## src/rtl/mrt_pkg.sv

```systemverilog
package mrt_pkg;

    localparam int LAT_W = 4;
    localparam int BL_W  = 4;

    typedef struct packed {
        logic non_nop;
        logic set_any;
        logic to_ext;
    } cmd_t;

    typedef struct packed {
        logic [LAT_W-1:0] lat_half;
        logic [BL_W-1:0]  blen;
        logic             interleave;
        logic             lat_ok;
        logic             blen_ok;
        logic             rfu_clear;
        logic             test_req;
        logic             dll_req;
    } mode_fields_t;

    typedef struct packed {
        logic state;
        logic timing;
        logic reserved;
        logic test;
        logic order;
    } err_t;

    function automatic logic [BL_W-1:0] blen_of(input logic [2:0] code);
        case (code)
            3'b001:  return BL_W'(2);
            3'b010:  return BL_W'(4);
            3'b011:  return BL_W'(8);
            default: return '0;
        endcase
    endfunction

    function automatic logic [LAT_W-1:0] lat_of(input logic [2:0] code);
        case (code)
            3'b010:  return LAT_W'(4);
            3'b011:  return LAT_W'(6);
            3'b110:  return LAT_W'(5);
            default: return '0;
        endcase
    endfunction

endpackage

```

## src/rtl/mrt_cmd_decode.sv

```systemverilog
module mrt_cmd_decode
    import mrt_pkg::*;
#(
    parameter int ADDR_W = 12
) (
    input  logic              cs_n,
    input  logic              ras_n,
    input  logic              cas_n,
    input  logic              we_n,
    input  logic [1:0]        ba,
    input  logic [ADDR_W-1:0] addr,
    output cmd_t              cmd,
    output mode_fields_t      fields
);
    always_comb begin
        cmd.non_nop = !cs_n && !(ras_n && cas_n && we_n);
        cmd.set_any = !cs_n && !ras_n && !cas_n && !we_n && !ba[1];
        cmd.to_ext  = ba[0];
    end

    always_comb begin
        fields.blen       = blen_of(addr[2:0]);
        fields.lat_half   = lat_of(addr[6:4]);
        fields.blen_ok    = (fields.blen != '0);
        fields.lat_ok     = (fields.lat_half != '0);
        fields.interleave = addr[3];
        fields.test_req   = addr[7];
        fields.dll_req    = addr[8];
        fields.rfu_clear  = (addr[ADDR_W-1:9] == '0);
    end
endmodule

```

## src/rtl/mrt_guard.sv

```systemverilog
module mrt_guard
    import mrt_pkg::*;
#(
    parameter int NUM_BANKS = 4
) (
    input  logic                 clk,
    input  logic                 rst,
    input  logic                 clr_err,
    input  logic                 cke,
    input  logic [NUM_BANKS-1:0] bank_idle,
    input  cmd_t                 cmd,
    input  mode_fields_t         fields,
    input  logic                 ext_seen,
    output logic                 base_ok,
    output logic                 ext_ok,
    output err_t                 err_q
);
    logic cke_prev_q;
    logic busy_q;
    err_t err_new;

    always_comb begin
        err_new = '0;
        base_ok = 1'b0;
        ext_ok  = 1'b0;
        if (busy_q) begin
            err_new.timing = cmd.non_nop;
        end else if (cmd.set_any) begin
            if (!(&bank_idle) || !(cke && cke_prev_q)) begin
                err_new.state = 1'b1;
            end else if (cmd.to_ext) begin
                ext_ok = 1'b1;
            end else begin
                err_new.order    = !ext_seen;
                err_new.reserved = !fields.blen_ok || !fields.lat_ok || !fields.rfu_clear;
                err_new.test     = fields.test_req;
                base_ok = !(err_new.order || err_new.reserved || err_new.test);
            end
        end
    end

    always_ff @(posedge clk) begin
        if (rst) begin
            cke_prev_q <= 1'b0;
            busy_q     <= 1'b0;
            err_q      <= '0;
        end else begin
            cke_prev_q <= cke;
            busy_q     <= base_ok || ext_ok;
            err_q      <= (clr_err ? '0 : err_q) | err_new;
        end
    end
endmodule

```

## src/rtl/mrt_regs.sv

```systemverilog
module mrt_regs
    import mrt_pkg::*;
#(
    parameter int ADDR_W = 12
) (
    input  logic              clk,
    input  logic              rst,
    input  logic              base_ok,
    input  logic              ext_ok,
    input  mode_fields_t      fields,
    input  logic [ADDR_W-1:0] addr,
    output logic [LAT_W-1:0]  lat_half_q,
    output logic [BL_W-1:0]   blen_q,
    output logic              interleave_q,
    output logic              dll_q,
    output logic              cfg_q,
    output logic              ext_seen_q,
    output logic [ADDR_W-1:0] ext_q
);
    always_ff @(posedge clk) begin
        if (rst) begin
            lat_half_q   <= '0;
            blen_q       <= '0;
            interleave_q <= 1'b0;
            dll_q        <= 1'b0;
            cfg_q        <= 1'b0;
            ext_seen_q   <= 1'b0;
            ext_q        <= '0;
        end else begin
            dll_q <= base_ok && fields.dll_req;
            if (base_ok) begin
                lat_half_q   <= fields.lat_half;
                blen_q       <= fields.blen;
                interleave_q <= fields.interleave;
                cfg_q        <= 1'b1;
            end
            if (ext_ok) begin
                ext_q      <= addr;
                ext_seen_q <= 1'b1;
            end
        end
    end
endmodule

```

## src/rtl/ddr_mode_tracker.sv

```systemverilog
module ddr_mode_tracker
    import mrt_pkg::*;
#(
    parameter int ADDR_W    = 12,
    parameter int NUM_BANKS = 4
) (
    input  logic                 clk,
    input  logic                 rst,
    input  logic                 clr_err,
    input  logic                 cke,
    input  logic                 cs_n,
    input  logic                 ras_n,
    input  logic                 cas_n,
    input  logic                 we_n,
    input  logic [1:0]           ba,
    input  logic [ADDR_W-1:0]    addr,
    input  logic [NUM_BANKS-1:0] bank_idle,
    output logic [LAT_W-1:0]     cas_lat_half,
    output logic [BL_W-1:0]      burst_len,
    output logic                 burst_interleave,
    output logic                 dll_reset_pulse,
    output logic                 configured,
    output logic                 ext_valid,
    output logic [ADDR_W-1:0]    ext_mode,
    output logic                 err_state,
    output logic                 err_timing,
    output logic                 err_reserved,
    output logic                 err_test,
    output logic                 err_order
);
    cmd_t         cmd;
    mode_fields_t fields;
    logic         base_ok;
    logic         ext_ok;
    err_t         err_q;

    mrt_cmd_decode #(.ADDR_W(ADDR_W)) dec_i (
        .cs_n(cs_n), .ras_n(ras_n), .cas_n(cas_n), .we_n(we_n),
        .ba(ba), .addr(addr), .cmd(cmd), .fields(fields)
    );

    mrt_guard #(.NUM_BANKS(NUM_BANKS)) guard_i (
        .clk(clk), .rst(rst), .clr_err(clr_err), .cke(cke),
        .bank_idle(bank_idle), .cmd(cmd), .fields(fields),
        .ext_seen(ext_valid), .base_ok(base_ok), .ext_ok(ext_ok),
        .err_q(err_q)
    );

    mrt_regs #(.ADDR_W(ADDR_W)) regs_i (
        .clk(clk), .rst(rst), .base_ok(base_ok), .ext_ok(ext_ok),
        .fields(fields), .addr(addr),
        .lat_half_q(cas_lat_half), .blen_q(burst_len),
        .interleave_q(burst_interleave), .dll_q(dll_reset_pulse),
        .cfg_q(configured), .ext_seen_q(ext_valid), .ext_q(ext_mode)
    );

    assign err_state    = err_q.state;
    assign err_timing   = err_q.timing;
    assign err_reserved = err_q.reserved;
    assign err_test     = err_q.test;
    assign err_order    = err_q.order;
endmodule

```

## config.mk

```make
export PLATFORM = sky130hd
export DESIGN_NAME = ddr_mode_tracker
export DESIGN_NICKNAME = d
export VERILOG_FILES = /design/src/rtl/mrt_pkg.sv /design/src/rtl/mrt_cmd_decode.sv /design/src/rtl/mrt_guard.sv /design/src/rtl/mrt_regs.sv /design/src/rtl/ddr_mode_tracker.sv
export SDC_FILE = /design/constraint.sdc
export NUM_CORES = 1
export LEC_CHECK = 0
export ABC_AREA = 1
export CORE_MARGIN = 3
export CORE_UTILIZATION = 37
export DETAILED_ROUTE_END_ITERATION = 12
export DONT_BUFFER_PORTS = 1
export PLACE_DENSITY = 0.55
export SETUP_SLACK_MARGIN = 0.5
export SLEW_MARGIN = 10
export SYNTH_ARGS = -nofsm -noshare
export SYNTH_HDL_FRONTEND = slang
export SYNTH_SLANG_ARGS = --single-unit
export TNS_END_PERCENT = 5
```

## constraint.sdc

```tcl
create_clock -name clk -period 4 [get_ports clk]
set_clock_uncertainty 0.15 [all_clocks]
set_input_delay 0.6 -clock clk [delete_from_list [all_inputs] [get_ports clk]]
set_output_delay 0.6 -clock clk [all_outputs]
set_load 0.1 [all_outputs]
```

==> impl_results.md <==
- Outcome: finished clean
- Worst-Skew Late Latency: 320 ps
- Largest net degree at the start of global routing: 26
- Synth Area per Inst: between 7 and 8 um2
- DR iter-0 viols: 41
- Unique masters post-synth: 21
- HP Start: rst
- Routed wire per std cell: 12.6 um
- Synth Flop Type: dfxtp_1
- Pre-CTS WS: 1830 ps
- Postcts setup bufs: 0
- Final number of hold-violating endpoints: 0
- Crit Reg-Reg Startpoint: guard_i.busy_q
- # DRC: 0
- Synth Instances: 182
- VDD IR max: 0.000219 V
- Period utilization: 51.6%
- Yosys top cell area share: 44.4%
- Max Clock Freq: 484 MHz
- Layout area overhead: 5.54%
- Chip Height: around 65 um
- CTS sink count: 29
- Routed Antenna Nets: 0
- Most common cell in the synthesized netlist: nand2_1
- Final layout net count: 209
- Worst-margin pin slew: around 1000 ps
- Worst min path class: in -> reg
- Pre-antenna DRT Iters: 4
- CP Launch Point: regs_i.ext_q[7]
- # port buffers: 0
- Max_cap viols: 0
- Placement Cell Area: 1310 um2
- Uppermost layer routed: met4
- Worst setup path class: reg -> out
- Relative slew slack: 33.8%
- RSZ-0062 raised after global routing: false
- Routed via count: 1058
- Dpl hpwl: 2210 um
- Worst Path Required: 3250 ps
- CTS root buf: clkbuf_4
- Initial antenna violation count: 0
- Final worst path period need: approximately 2100 ps
- Non-Filler Instances: 228
- DIE AREA: 4290 um2
- CP Launch Type: flip-flop
- WHS: 176 ps
- Io pins: 55
- Synth Cell Area: approximately 1300 um2
- Vias in the first global route: 1036
- CTS H-tree lvls: 2
- Clk slew on worst S/H paths: 90 ps
- Drt total wl: 2860 um
- Post-CTS Resized: 0
- Post-synthesis sequential area ratio: 44.4%
- Vias/cell: between 4 and 5
- P per Cell Area: 377 nW/um2
- Fin area: 1380 um2
- Crit path DAT: 1320 ps
- Hold-fix buffers, CTS: 0
- Setup WS post-layout: 1930 ps
- RePlAce Congestion: 0.792
- Synth Register Bits: 29
- Starting Density: 40.9%
- Crit end category: output pin
- R2R Setup Slk: 2150 ps
- Total power: about 0.52 mW
- CORE AREA: about 3200 um2
- DR WL met3: 308 um
- Biggest area consumer among synthesized cells: dfxtp_1
- CTS Buf Count: 5
- Synth warn: 0
- Wl on met1: 1110 um
- Static leakage: ~0.57 nW
- Utilization after layout: 43.1%
- Total GRT Usage: 14.6%
- Area contributors post-synth: dfxtp_1 44%, nand2_1 13%, nor2_1 9.5%, inv_1 5.4%, a21oi_1 5.4%
- Cell row count: 20
- Worst Path Max Fanout: 2
- Async set-reset flop share out of synthesis: 0%
- Clock Path Buffers: 2
- Placed Cells: 220
- Commonest cells post-synth: 47 x nand2_1, 33 x nor2_1, 29 x dfxtp_1
- Post-synth EDFFs: 0
- Routed wl met2: 1390 um
- Total gr overflow: 0
- Final setup fails: 0
- Layout cells sized above 1: 10.9%
- Die X: 65.5 um
- Final-report max-slew violation count: 0
- Diode count: 0
- Setup TNS: 0 ps
- CTS tree: done
- First-pass GRT wire length: 4640 um
==> where the power goes <==
| group | switching [mW] | leakage [nW] | internal (mW) |
|---|---|---|---|
| logic | 0.0229 | 0.297 | 0.00771 |
| registers | 0.00153 | 0.234 | 0.289 |
| clock network | 0.0981 | 0.0413 | 0.102 |
==> cell type report <==
| class | count | area, um2 |
|---|---|---|
| Clock inverter | 1 | 5.00 |
| Clock buffer | 7 | 65.1 |
| Fill cell | 368 | 1820 |
| Multi-Input combinational cell | 125 | 587 |
| Inverter | 21 | 81.3 |
| Timing Repair Buffer | 1 | 7.51 |
| Sequential cell | 29 | 581 |
| Tap cell | 44 | 55.1 |
==> layout by cell type (no fill, tap or decap), drive strengths merged <==
master / Yosys / layout
clkbuf: 2 / 7
clkinv: 1 / 2
nand3b: 1 / 1
nor3: 3 / 3
nand3: 15 / 15
nand2: 48 / 48
nor2: 38 / 38
inv: 20 / 20
dfxtp: 29 / 29
nand4: 2 / 2
conb: 1 / 2
buf: 6 / 1
a21oi: 16 / 16
==> final timing paths <==
check | to | depth (start not counted)
hold reg to reg | guard_i.err_q[3] | 2
setup / recovery | ext_mode[7] | 0
hold / removal | guard_i.busy_q | 1
setup reg to reg | regs_i.ext_q[11] | 6
==> flip-flops by register name, summed over array words and instances, names as in the netlist <==
| name | count |
|---|---|
| guard_i.busy_q | 1 |
| regs_i.cfg_q | 1 |
| regs_i.lat_half_q | 3 |
| guard_i.err_q | 5 |
| regs_i.ext_seen_q | 1 |
| regs_i.blen_q | 3 |
| regs_i.dll_q | 1 |
| regs_i.ext_q | 12 |
| guard_i.cke_prev_q | 1 |
| regs_i.interleave_q | 1 |
==> routing by layer <==
| metal | global-route usage [%] | vias up |
|---|---|---|
| met5 | 0 | - |
| met4 | 6.74 | 0 |
| met3 | 9.06 | 8 |
| met2 | 23.4 | 31 |
| met1 | 14.9 | 459 |
| li1 | - | 560 |
==> kinds of logic after synthesis <==
group	share of synthesized area [%]
AND/OR/NAND/NOR	37.6
AO/OA/AOI/OAI	6.69
other	0.287
flip-flops	44.4
buffers and inverters	11.1
No activity file was read; power rests on OpenSTA's default activity.
